### config.mk
export PLATFORM = sky130hd
export DESIGN_NAME = headSeekCtrl
export DESIGN_NICKNAME = d
export VERILOG_FILES = /design/src/rtl/headSeekPkg.sv /design/src/rtl/headSeekDatapath.sv /design/src/rtl/headSeekControl.sv /design/src/rtl/headSeekCtrl.sv
export SDC_FILE = /design/constraint.sdc
export NUM_CORES = 1
export LEC_CHECK = 0
export BUFFER_PORTS_ARGS = -buffer_cell sky130_fd_sc_hd__buf_4
export CAP_MARGIN = 15
export CORE_MARGIN = 2
export CORE_UTILIZATION = 30
export CTS_BUF_LIST = sky130_fd_sc_hd__clkbuf_8 sky130_fd_sc_hd__clkbuf_16
export DETAILED_ROUTE_END_ITERATION = 8
export PLACE_DENSITY = 0.55
export SLEW_MARGIN = 5
export SYNTH_ARGS = -nofsm -noshare
export SYNTH_HDL_FRONTEND = slang
export SYNTH_SLANG_ARGS = --single-unit
### constraint.sdc
create_clock -name clk -period 5.8 [get_ports clk]
set_clock_uncertainty 0.05 [all_clocks]
set_input_delay 1.16 -clock clk [delete_from_list [all_inputs] [get_ports clk]]
set_output_delay 1.16 -clock clk [all_outputs]
set_load 0.1 [all_outputs]
### src/rtl/headSeekPkg.sv
package headSeekPkg;

  typedef enum logic [1:0] {
    ST_IDLE = 2'd0,
    ST_EVAL = 2'd1,
    ST_WAIT = 2'd2
  } seekState_t;

  typedef struct packed {
    logic       loadRestore;
    logic       dirLoad;
    logic       dirVal;
    logic       trackInc;
    logic       trackDec;
    logic       clrTrack;
    logic       cntLoad;
    logic       cntDec;
    logic [1:0] rate;
  } dpCtrl_t;

endpackage

### src/rtl/headSeekDatapath.sv
module headSeekDatapath
  import headSeekPkg::*;
#(
  parameter int TRACK_W   = 8,
  parameter int STEP_MS_A = 6,
  parameter int STEP_MS_B = 12,
  parameter int STEP_MS_C = 20,
  parameter int STEP_MS_D = 30
) (
  input  logic               clk,
  input  logic               rstN,
  input  dpCtrl_t            ctrl,
  input  logic               hostTrackWr,
  input  logic [TRACK_W-1:0] hostTrackVal,
  input  logic               hostDataWr,
  input  logic [TRACK_W-1:0] hostDataVal,
  output logic [TRACK_W-1:0] trackReg,
  output logic [TRACK_W-1:0] dataReg,
  output logic               dirIn,
  output logic               trackEqData,
  output logic               dataGtTrack,
  output logic               cntLast
);

  localparam int MAX_AB = (STEP_MS_A > STEP_MS_B) ? STEP_MS_A : STEP_MS_B;
  localparam int MAX_CD = (STEP_MS_C > STEP_MS_D) ? STEP_MS_C : STEP_MS_D;
  localparam int MAX_MS = (MAX_AB > MAX_CD) ? MAX_AB : MAX_CD;
  localparam int CNT_W  = $clog2(MAX_MS + 1);

  logic [CNT_W-1:0] cnt;
  logic [CNT_W-1:0] loadVal;

  always_comb begin
    case (ctrl.rate)
      2'd0:    loadVal = CNT_W'(STEP_MS_A);
      2'd1:    loadVal = CNT_W'(STEP_MS_B);
      2'd2:    loadVal = CNT_W'(STEP_MS_C);
      default: loadVal = CNT_W'(STEP_MS_D);
    endcase
  end

  always_ff @(posedge clk) begin
    if (!rstN)             cnt <= '0;
    else if (ctrl.cntLoad) cnt <= loadVal;
    else if (ctrl.cntDec)  cnt <= cnt - CNT_W'(1);
  end

  always_ff @(posedge clk) begin
    if (!rstN)                 trackReg <= '0;
    else if (ctrl.loadRestore) trackReg <= '1;
    else if (ctrl.clrTrack)    trackReg <= '0;
    else if (ctrl.trackInc)    trackReg <= trackReg + TRACK_W'(1);
    else if (ctrl.trackDec)    trackReg <= trackReg - TRACK_W'(1);
    else if (hostTrackWr)      trackReg <= hostTrackVal;
  end

  always_ff @(posedge clk) begin
    if (!rstN)                 dataReg <= '0;
    else if (ctrl.loadRestore) dataReg <= '0;
    else if (hostDataWr)       dataReg <= hostDataVal;
  end

  always_ff @(posedge clk) begin
    if (!rstN)             dirIn <= 1'b1;
    else if (ctrl.dirLoad) dirIn <= ctrl.dirVal;
  end

  assign trackEqData = (trackReg == dataReg);
  assign dataGtTrack = (dataReg > trackReg);
  assign cntLast     = (cnt == CNT_W'(1));

  // restore forces the register pair
  assert_restore_load_R3: assert property (@(posedge clk) disable iff (!rstN)
    ctrl.loadRestore |=> (trackReg == '1) && (dataReg == '0));

  // track-zero arrival clears the track register
  assert_zero_clear_R7: assert property (@(posedge clk) disable iff (!rstN)
    ctrl.clrTrack |=> (trackReg == '0));

  // a freshly loaded interval is never the last tick unless it is one
  assert_cnt_load_R5: assert property (@(posedge clk) disable iff (!rstN)
    ctrl.cntLoad && (loadVal > CNT_W'(1)) |=> !cntLast);

endmodule

### src/rtl/headSeekControl.sv
module headSeekControl
  import headSeekPkg::*;
(
  input  logic       clk,
  input  logic       rstN,
  input  logic       cmdWrite,
  input  logic       cmdValid,
  input  logic [2:0] cmdOp,
  input  logic [1:0] cmdRate,
  input  logic       msTick,
  input  logic       trackZero,
  input  logic       trackEqData,
  input  logic       dataGtTrack,
  input  logic       dirIn,
  input  logic       cntLast,
  output dpCtrl_t    ctrl,
  output logic       stepPulse,
  output logic       busy,
  output logic       irq
);

  seekState_t state, stateN;
  logic [2:0] opReg;
  logic [1:0] rateReg;
  logic       busyN, irqN, pulseN;
  logic       seekLike, updTrack, newDir, accept;

  assign accept   = cmdWrite && cmdValid;
  assign seekLike = (opReg[2:1] == 2'b00);
  assign updTrack = seekLike || opReg[0];
  assign newDir   = seekLike ? dataGtTrack : dirIn;

  always_comb begin
    ctrl      = '0;
    ctrl.rate = rateReg;
    stateN    = state;
    busyN     = busy;
    irqN      = irq;
    pulseN    = 1'b0;
    if (accept) begin
      stateN = ST_EVAL;
      busyN  = 1'b1;
      irqN   = 1'b0;
      case (cmdOp)
        3'd0:       ctrl.loadRestore = 1'b1;
        3'd4, 3'd5: begin ctrl.dirLoad = 1'b1; ctrl.dirVal = 1'b1; end
        3'd6, 3'd7: begin ctrl.dirLoad = 1'b1; ctrl.dirVal = 1'b0; end
        default:    ;
      endcase
    end else begin
      case (state)
        ST_EVAL: begin
          if (seekLike && trackEqData) begin
            stateN = ST_IDLE;
            busyN  = 1'b0;
            irqN   = 1'b1;
          end else begin
            ctrl.dirLoad  = seekLike;
            ctrl.dirVal   = dataGtTrack;
            ctrl.trackInc = updTrack && newDir;
            ctrl.trackDec = updTrack && !newDir;
            if (!newDir && trackZero) begin
              ctrl.clrTrack = 1'b1;
              stateN        = ST_IDLE;
              busyN         = 1'b0;
              irqN          = 1'b1;
            end else begin
              pulseN       = 1'b1;
              ctrl.cntLoad = 1'b1;
              stateN       = ST_WAIT;
            end
          end
        end
        ST_WAIT: begin
          if (msTick) begin
            if (cntLast) begin
              if (seekLike) begin
                stateN = ST_EVAL;
              end else begin
                stateN = ST_IDLE;
                busyN  = 1'b0;
                irqN   = 1'b1;
              end
            end else begin
              ctrl.cntDec = 1'b1;
            end
          end
        end
        default: ;
      endcase
    end
  end

  always_ff @(posedge clk) begin
    if (!rstN) begin
      state     <= ST_IDLE;
      opReg     <= '0;
      rateReg   <= '0;
      busy      <= 1'b0;
      irq       <= 1'b0;
      stepPulse <= 1'b0;
    end else begin
      state     <= stateN;
      busy      <= busyN;
      irq       <= irqN;
      stepPulse <= pulseN;
      if (accept) begin
        opReg   <= cmdOp;
        rateReg <= cmdRate;
      end
    end
  end

  // an accepted command starts busy with irq cleared
  assert_start_R2: assert property (@(posedge clk) disable iff (!rstN)
    accept |=> busy && !irq);

  // a byte with bit 7 set while idle leaves the block idle
  assert_ignore_R2: assert property (@(posedge clk) disable iff (!rstN)
    cmdWrite && !cmdValid && !busy |=> !busy);

  // completion raises the interrupt as busy drops
  assert_end_irq_R8: assert property (@(posedge clk) disable iff (!rstN)
    $fell(busy) |-> irq);

  // pulses are single cycles
  assert_pulse_single_R10: assert property (@(posedge clk) disable iff (!rstN)
    stepPulse |=> !stepPulse);

  // direction holds in the cycle after the pulse
  assert_dir_hold_R10: assert property (@(posedge clk) disable iff (!rstN)
    stepPulse && !accept |=> $stable(dirIn));

  // a pulse only occurs within a command
  assert_pulse_busy_R6: assert property (@(posedge clk) disable iff (!rstN)
    stepPulse |-> busy);

endmodule

### src/rtl/headSeekCtrl.sv
module headSeekCtrl
  import headSeekPkg::*;
#(
  parameter int TRACK_W   = 8,
  parameter int STEP_MS_A = 6,
  parameter int STEP_MS_B = 12,
  parameter int STEP_MS_C = 20,
  parameter int STEP_MS_D = 30
) (
  input  logic               clk,
  input  logic               rstN,
  input  logic               cmdWrite,
  input  logic [7:0]         cmdByte,
  input  logic               trackWrite,
  input  logic [TRACK_W-1:0] trackByte,
  input  logic               dataWrite,
  input  logic [TRACK_W-1:0] dataByte,
  input  logic               msTick,
  input  logic               trackZero,
  output logic               stepPulse,
  output logic               stepDirIn,
  output logic               busy,
  output logic               irq,
  output logic [TRACK_W-1:0] trackReg,
  output logic [TRACK_W-1:0] dataReg
);

  dpCtrl_t    ctrl;
  logic       trackEqData, dataGtTrack, cntLast;
  logic [1:0] unusedFlags;

  assign unusedFlags = cmdByte[3:2];

  headSeekControl ctl_i (
    .clk         (clk),
    .rstN        (rstN),
    .cmdWrite    (cmdWrite),
    .cmdValid    (!cmdByte[7]),
    .cmdOp       (cmdByte[6:4]),
    .cmdRate     (cmdByte[1:0]),
    .msTick      (msTick),
    .trackZero   (trackZero),
    .trackEqData (trackEqData),
    .dataGtTrack (dataGtTrack),
    .dirIn       (stepDirIn),
    .cntLast     (cntLast),
    .ctrl        (ctrl),
    .stepPulse   (stepPulse),
    .busy        (busy),
    .irq         (irq)
  );

  headSeekDatapath #(
    .TRACK_W   (TRACK_W),
    .STEP_MS_A (STEP_MS_A),
    .STEP_MS_B (STEP_MS_B),
    .STEP_MS_C (STEP_MS_C),
    .STEP_MS_D (STEP_MS_D)
  ) dp_i (
    .clk          (clk),
    .rstN         (rstN),
    .ctrl         (ctrl),
    .hostTrackWr  (trackWrite),
    .hostTrackVal (trackByte),
    .hostDataWr   (dataWrite),
    .hostDataVal  (dataByte),
    .trackReg     (trackReg),
    .dataReg      (dataReg),
    .dirIn        (stepDirIn),
    .trackEqData  (trackEqData),
    .dataGtTrack  (dataGtTrack),
    .cntLast      (cntLast)
  );

endmodule

==> impl_metrics.csv <==
group,metric,value,unit
clock_tree,cts_root_buf,"clkbuf_8",
clock_tree,post_cts_resized,0,
finish,fillers,745,
floorplanning,start_util,31.3,%
synth,synthAdderAreaFrac,9.94,%
critical_path,path_cells,"inv_1 -> ha_1 -> nand4_1 -> nor2_8 -> nor2_2 -> a221oi_4 -> nand3_2 -> a221oi_2 -> a211oi_1",
timing,timing.setup.tns,0,ps
pwr,power_density,286,nW/um^2
timing,setup_viol,0,
global_routing,grt_first_pass_wirelength,9040,um
pwr,leakage,0.00111,uW
routing,viasPerCell,5.08,
place,post-dp-hpwl,4140,um
timing,relSlewSlack,31.7,%
clock_tree,clock_sinks,32,
global_routing,grt_usage,14.9,%
synth,synth_fp_nets,309,
clock_tree,clk_latency,290,ps
finish,n_antenna_cell,0,
routing,drtIter0Drc,104,
run,drv_cap,0,
clock_tree,post_cts_buffers,0,
timing,final-max-slew-violation-count,0,
synth,synth_compound_gate_area_share,22.8,%
clock_tree,ctsHoldBuffers,0,
global_routing,overflow,0,
pwr,ir_drop,0.102,mV
floorplanning,ios,51,
synth,postSynthCellCount,261,
clock_tree,clk_transition_reported_paths,80,ps
clock_tree,cts_tree,"built",
clock_tree,cts_buffers,5,
floorplanning,die_x,88.5,um
floorplanning,rows,30,
hold_path,holdCritPathClass,"flip-flop to flip-flop",
finish,nNetsFinal,354,
synth,synth.yosys.warnings,0,
finish,final_common_cell,"buf_4",
clock_tree,clockBufferDepth,2,
routing,postRouteWirelength,5650,um
global_routing,grt_pass1_vias,1843,
global_routing,grt_max_degree,25,
synth,synthDistinctLibCells,54,
critical_path,startpoint_type,"flip-flop",
finish,syn_to_final_growth,25.4,%
place,gp_congestion,0.801,
synth,synthXorXnorAreaFrac,3.27,%
timing,period_minus_slack,3340,ps
status,status,"complete, no violations",
floorplanning,die_y,88.5,um
critical_path,crit_path_end_kind,"flip-flop",
critical_path,arrival,3460,ps
timing,rsz0062_at_grt,"no",
routing,drt-pass1-iter-count,4,
finish,final_cell_mix,"50 x buf_4, 32 x dfxtp_1, 30 x nand2_1",
critical_path,crit_slowest_cell,"a221oi_4",
timing,worst_slew_pin_slew,1020,ps
routing,vias,2046,
clock_tree,ctsHtreeMaxLevel,2,
synth,yosysSeqAreaShare,29.9,%
timing,fin_crit_sh,57.6,%
floorplanning,core,6830,sq um
critical_path,critPathKind,"flip-flop to flip-flop",
synth,synth-simple-area-share,23.5,%
global_routing,antenna_found_initial,0,
critical_path,cpPeakStageDelay,840,ps
critical_path,crit_fanout,24,
routing,drc_errors,0,
place,port_buffers,48,
routing,wire_per_inst,14.0,um
synth,synth_mux_area_share,4.68,%
routing,ant_nets,0,
synth,syn-cell-area,2140,sq um
finish,final_core_util,39.3,%
synth,synth_top_family_by_area,"simple AND/OR/NAND/NOR gates",
synth,ys_ff_latch,32,
critical_path,required,5920,ps
synth,avgSynthCellArea,8.20,sq um
finish,drive_gt1_share,22.5,%
timing,finalHoldViolCount,0,
timing,fmax,299,MHz
floorplanning,die_area,7830,sq um
-- stage by stage --
step	std cells	setup slack [ps]	hold slack, ps	area, sq um	total power, uW
4_1_cts	403	2450	431	2690	775
3_3_place_gp	395	2530	414	2580	553
2_1_floorplan	261	2620	396	2140	494
6_report	403	2460	427	2690	767
5_1_grt	403	2170	468	2690	811
3_5_place_dp	395	2480	421	2580	555
-- where the power goes --
part           leakage (uW)  switching [uW]  total, uW  internal [uW]
Clock             0.0000593            91.5        217            126
Combinational      0.000789             199        291           92.2
Sequential         0.000263            21.5        259            237
-- sequential cells by signal, summed over array words and instances (netlist names) --
register,cells
ctl_i.rateReg,2
ctl_i.state,2
dp_i.dirIn,1
ctl_i.busy,1
ctl_i.irq,1
dp_i.trackReg,8
ctl_i.stepPulse,1
dp_i.dataReg,8
dp_i.cnt,5
ctl_i.opReg,3
-- critical path: cells and delay by family, from the launching register on --
kind                     cells  cell delay, ps
AO/OA/AOI/OAI                3            1250
AND/OR/NAND/NOR              4             900
flip-flops                   1             490
adder cells (fa/ha/maj)      1             340
buffers and inverters        1             180
-- cells in the mapped netlist (all sizes together) --
cell type | count | area, sq um
a21boi | 1 | 11.3
nor2b | 4 | 25.0
or2 | 1 | 8.76
o311a | 1 | 10.0
o21a | 1 | 7.51
nor4 | 4 | 31.3
nand3 | 8 | 45.0
dfxtp | 32 | 641
a211oi | 4 | 30.0
o21ai | 14 | 70.1
nor3b | 1 | 7.51
o211ai | 4 | 30.0
buf | 7 | 40.0
clkbuf | 5 | 18.8
nor2 | 26 | 116
mux2i | 10 | 100
o41ai | 1 | 8.76
o311ai | 2 | 17.5
a31oi | 11 | 68.8
clkinv | 1 | 3.75
a211o | 1 | 8.76
nor4b | 1 | 8.76
o32ai | 2 | 17.5
or3 | 1 | 6.26
o211a | 1 | 10.0
nand2 | 30 | 113
xor2 | 3 | 26.3
o41a | 1 | 11.3
a221o | 1 | 10.0
or4 | 2 | 15.0
xnor2 | 5 | 43.8
nand2b | 1 | 6.26
a221oi | 2 | 41.3
a21oi | 18 | 93.8
and3 | 2 | 12.5
ha | 17 | 213
o22ai | 1 | 6.26
a2111oi | 1 | 27.5
a21o | 1 | 7.51
inv | 17 | 63.8
nand4b | 1 | 8.76
nor3 | 7 | 40.0
nand4 | 7 | 58.8
-- cell families after synthesis --
family                     after synthesis
muxes                                   10
DFF                                     32
buffers and inverters                   30
adders and majority gates               17
xor gates and xnor gates                 8
and+or+nand+nor                         96
AOI/OAI and AO/OA                       68
-- cell type report --
cell class                 count  area (sq um)  area share [%]
multi-input combinational    199          1370            51.2
clock buffer                   5          68.8            2.56
tap                           96           120            4.47
timing repair buffer          50           375            14.0
sequential                    32           641            23.9
clock inverter                 3          38.8            1.44
inverter                      18          67.6            2.52
-- layer usage --
metal	vias up	global-route usage, %	routed length [um]
met5	-	0	0
met4	0	4.55	63
met3	7	2.80	292
met2	56	24.2	2660
met1	949	20.1	2630
li1	1034	-	-
-- final timing paths --
path / from / to / slack (ps) / cells after the start
max: dp_i.trackReg[2]$_SDFFE_PN0P_ / dp_i.trackReg[4]$_SDFFE_PN0P_ / 2460 / 9
max reg2reg: dp_i.trackReg[2]$_SDFFE_PN0P_ / dp_i.trackReg[4]$_SDFFE_PN0P_ / 2460 / 9
min: ctl_i.opReg[2]$_SDFFE_PN0P_ / ctl_i.opReg[2]$_SDFFE_PN0P_ / 430 / 2
min reg2reg: ctl_i.opReg[2]$_SDFFE_PN0P_ / ctl_i.opReg[2]$_SDFFE_PN0P_ / 430 / 2
No activity file was read; power rests on OpenSTA's default activity.
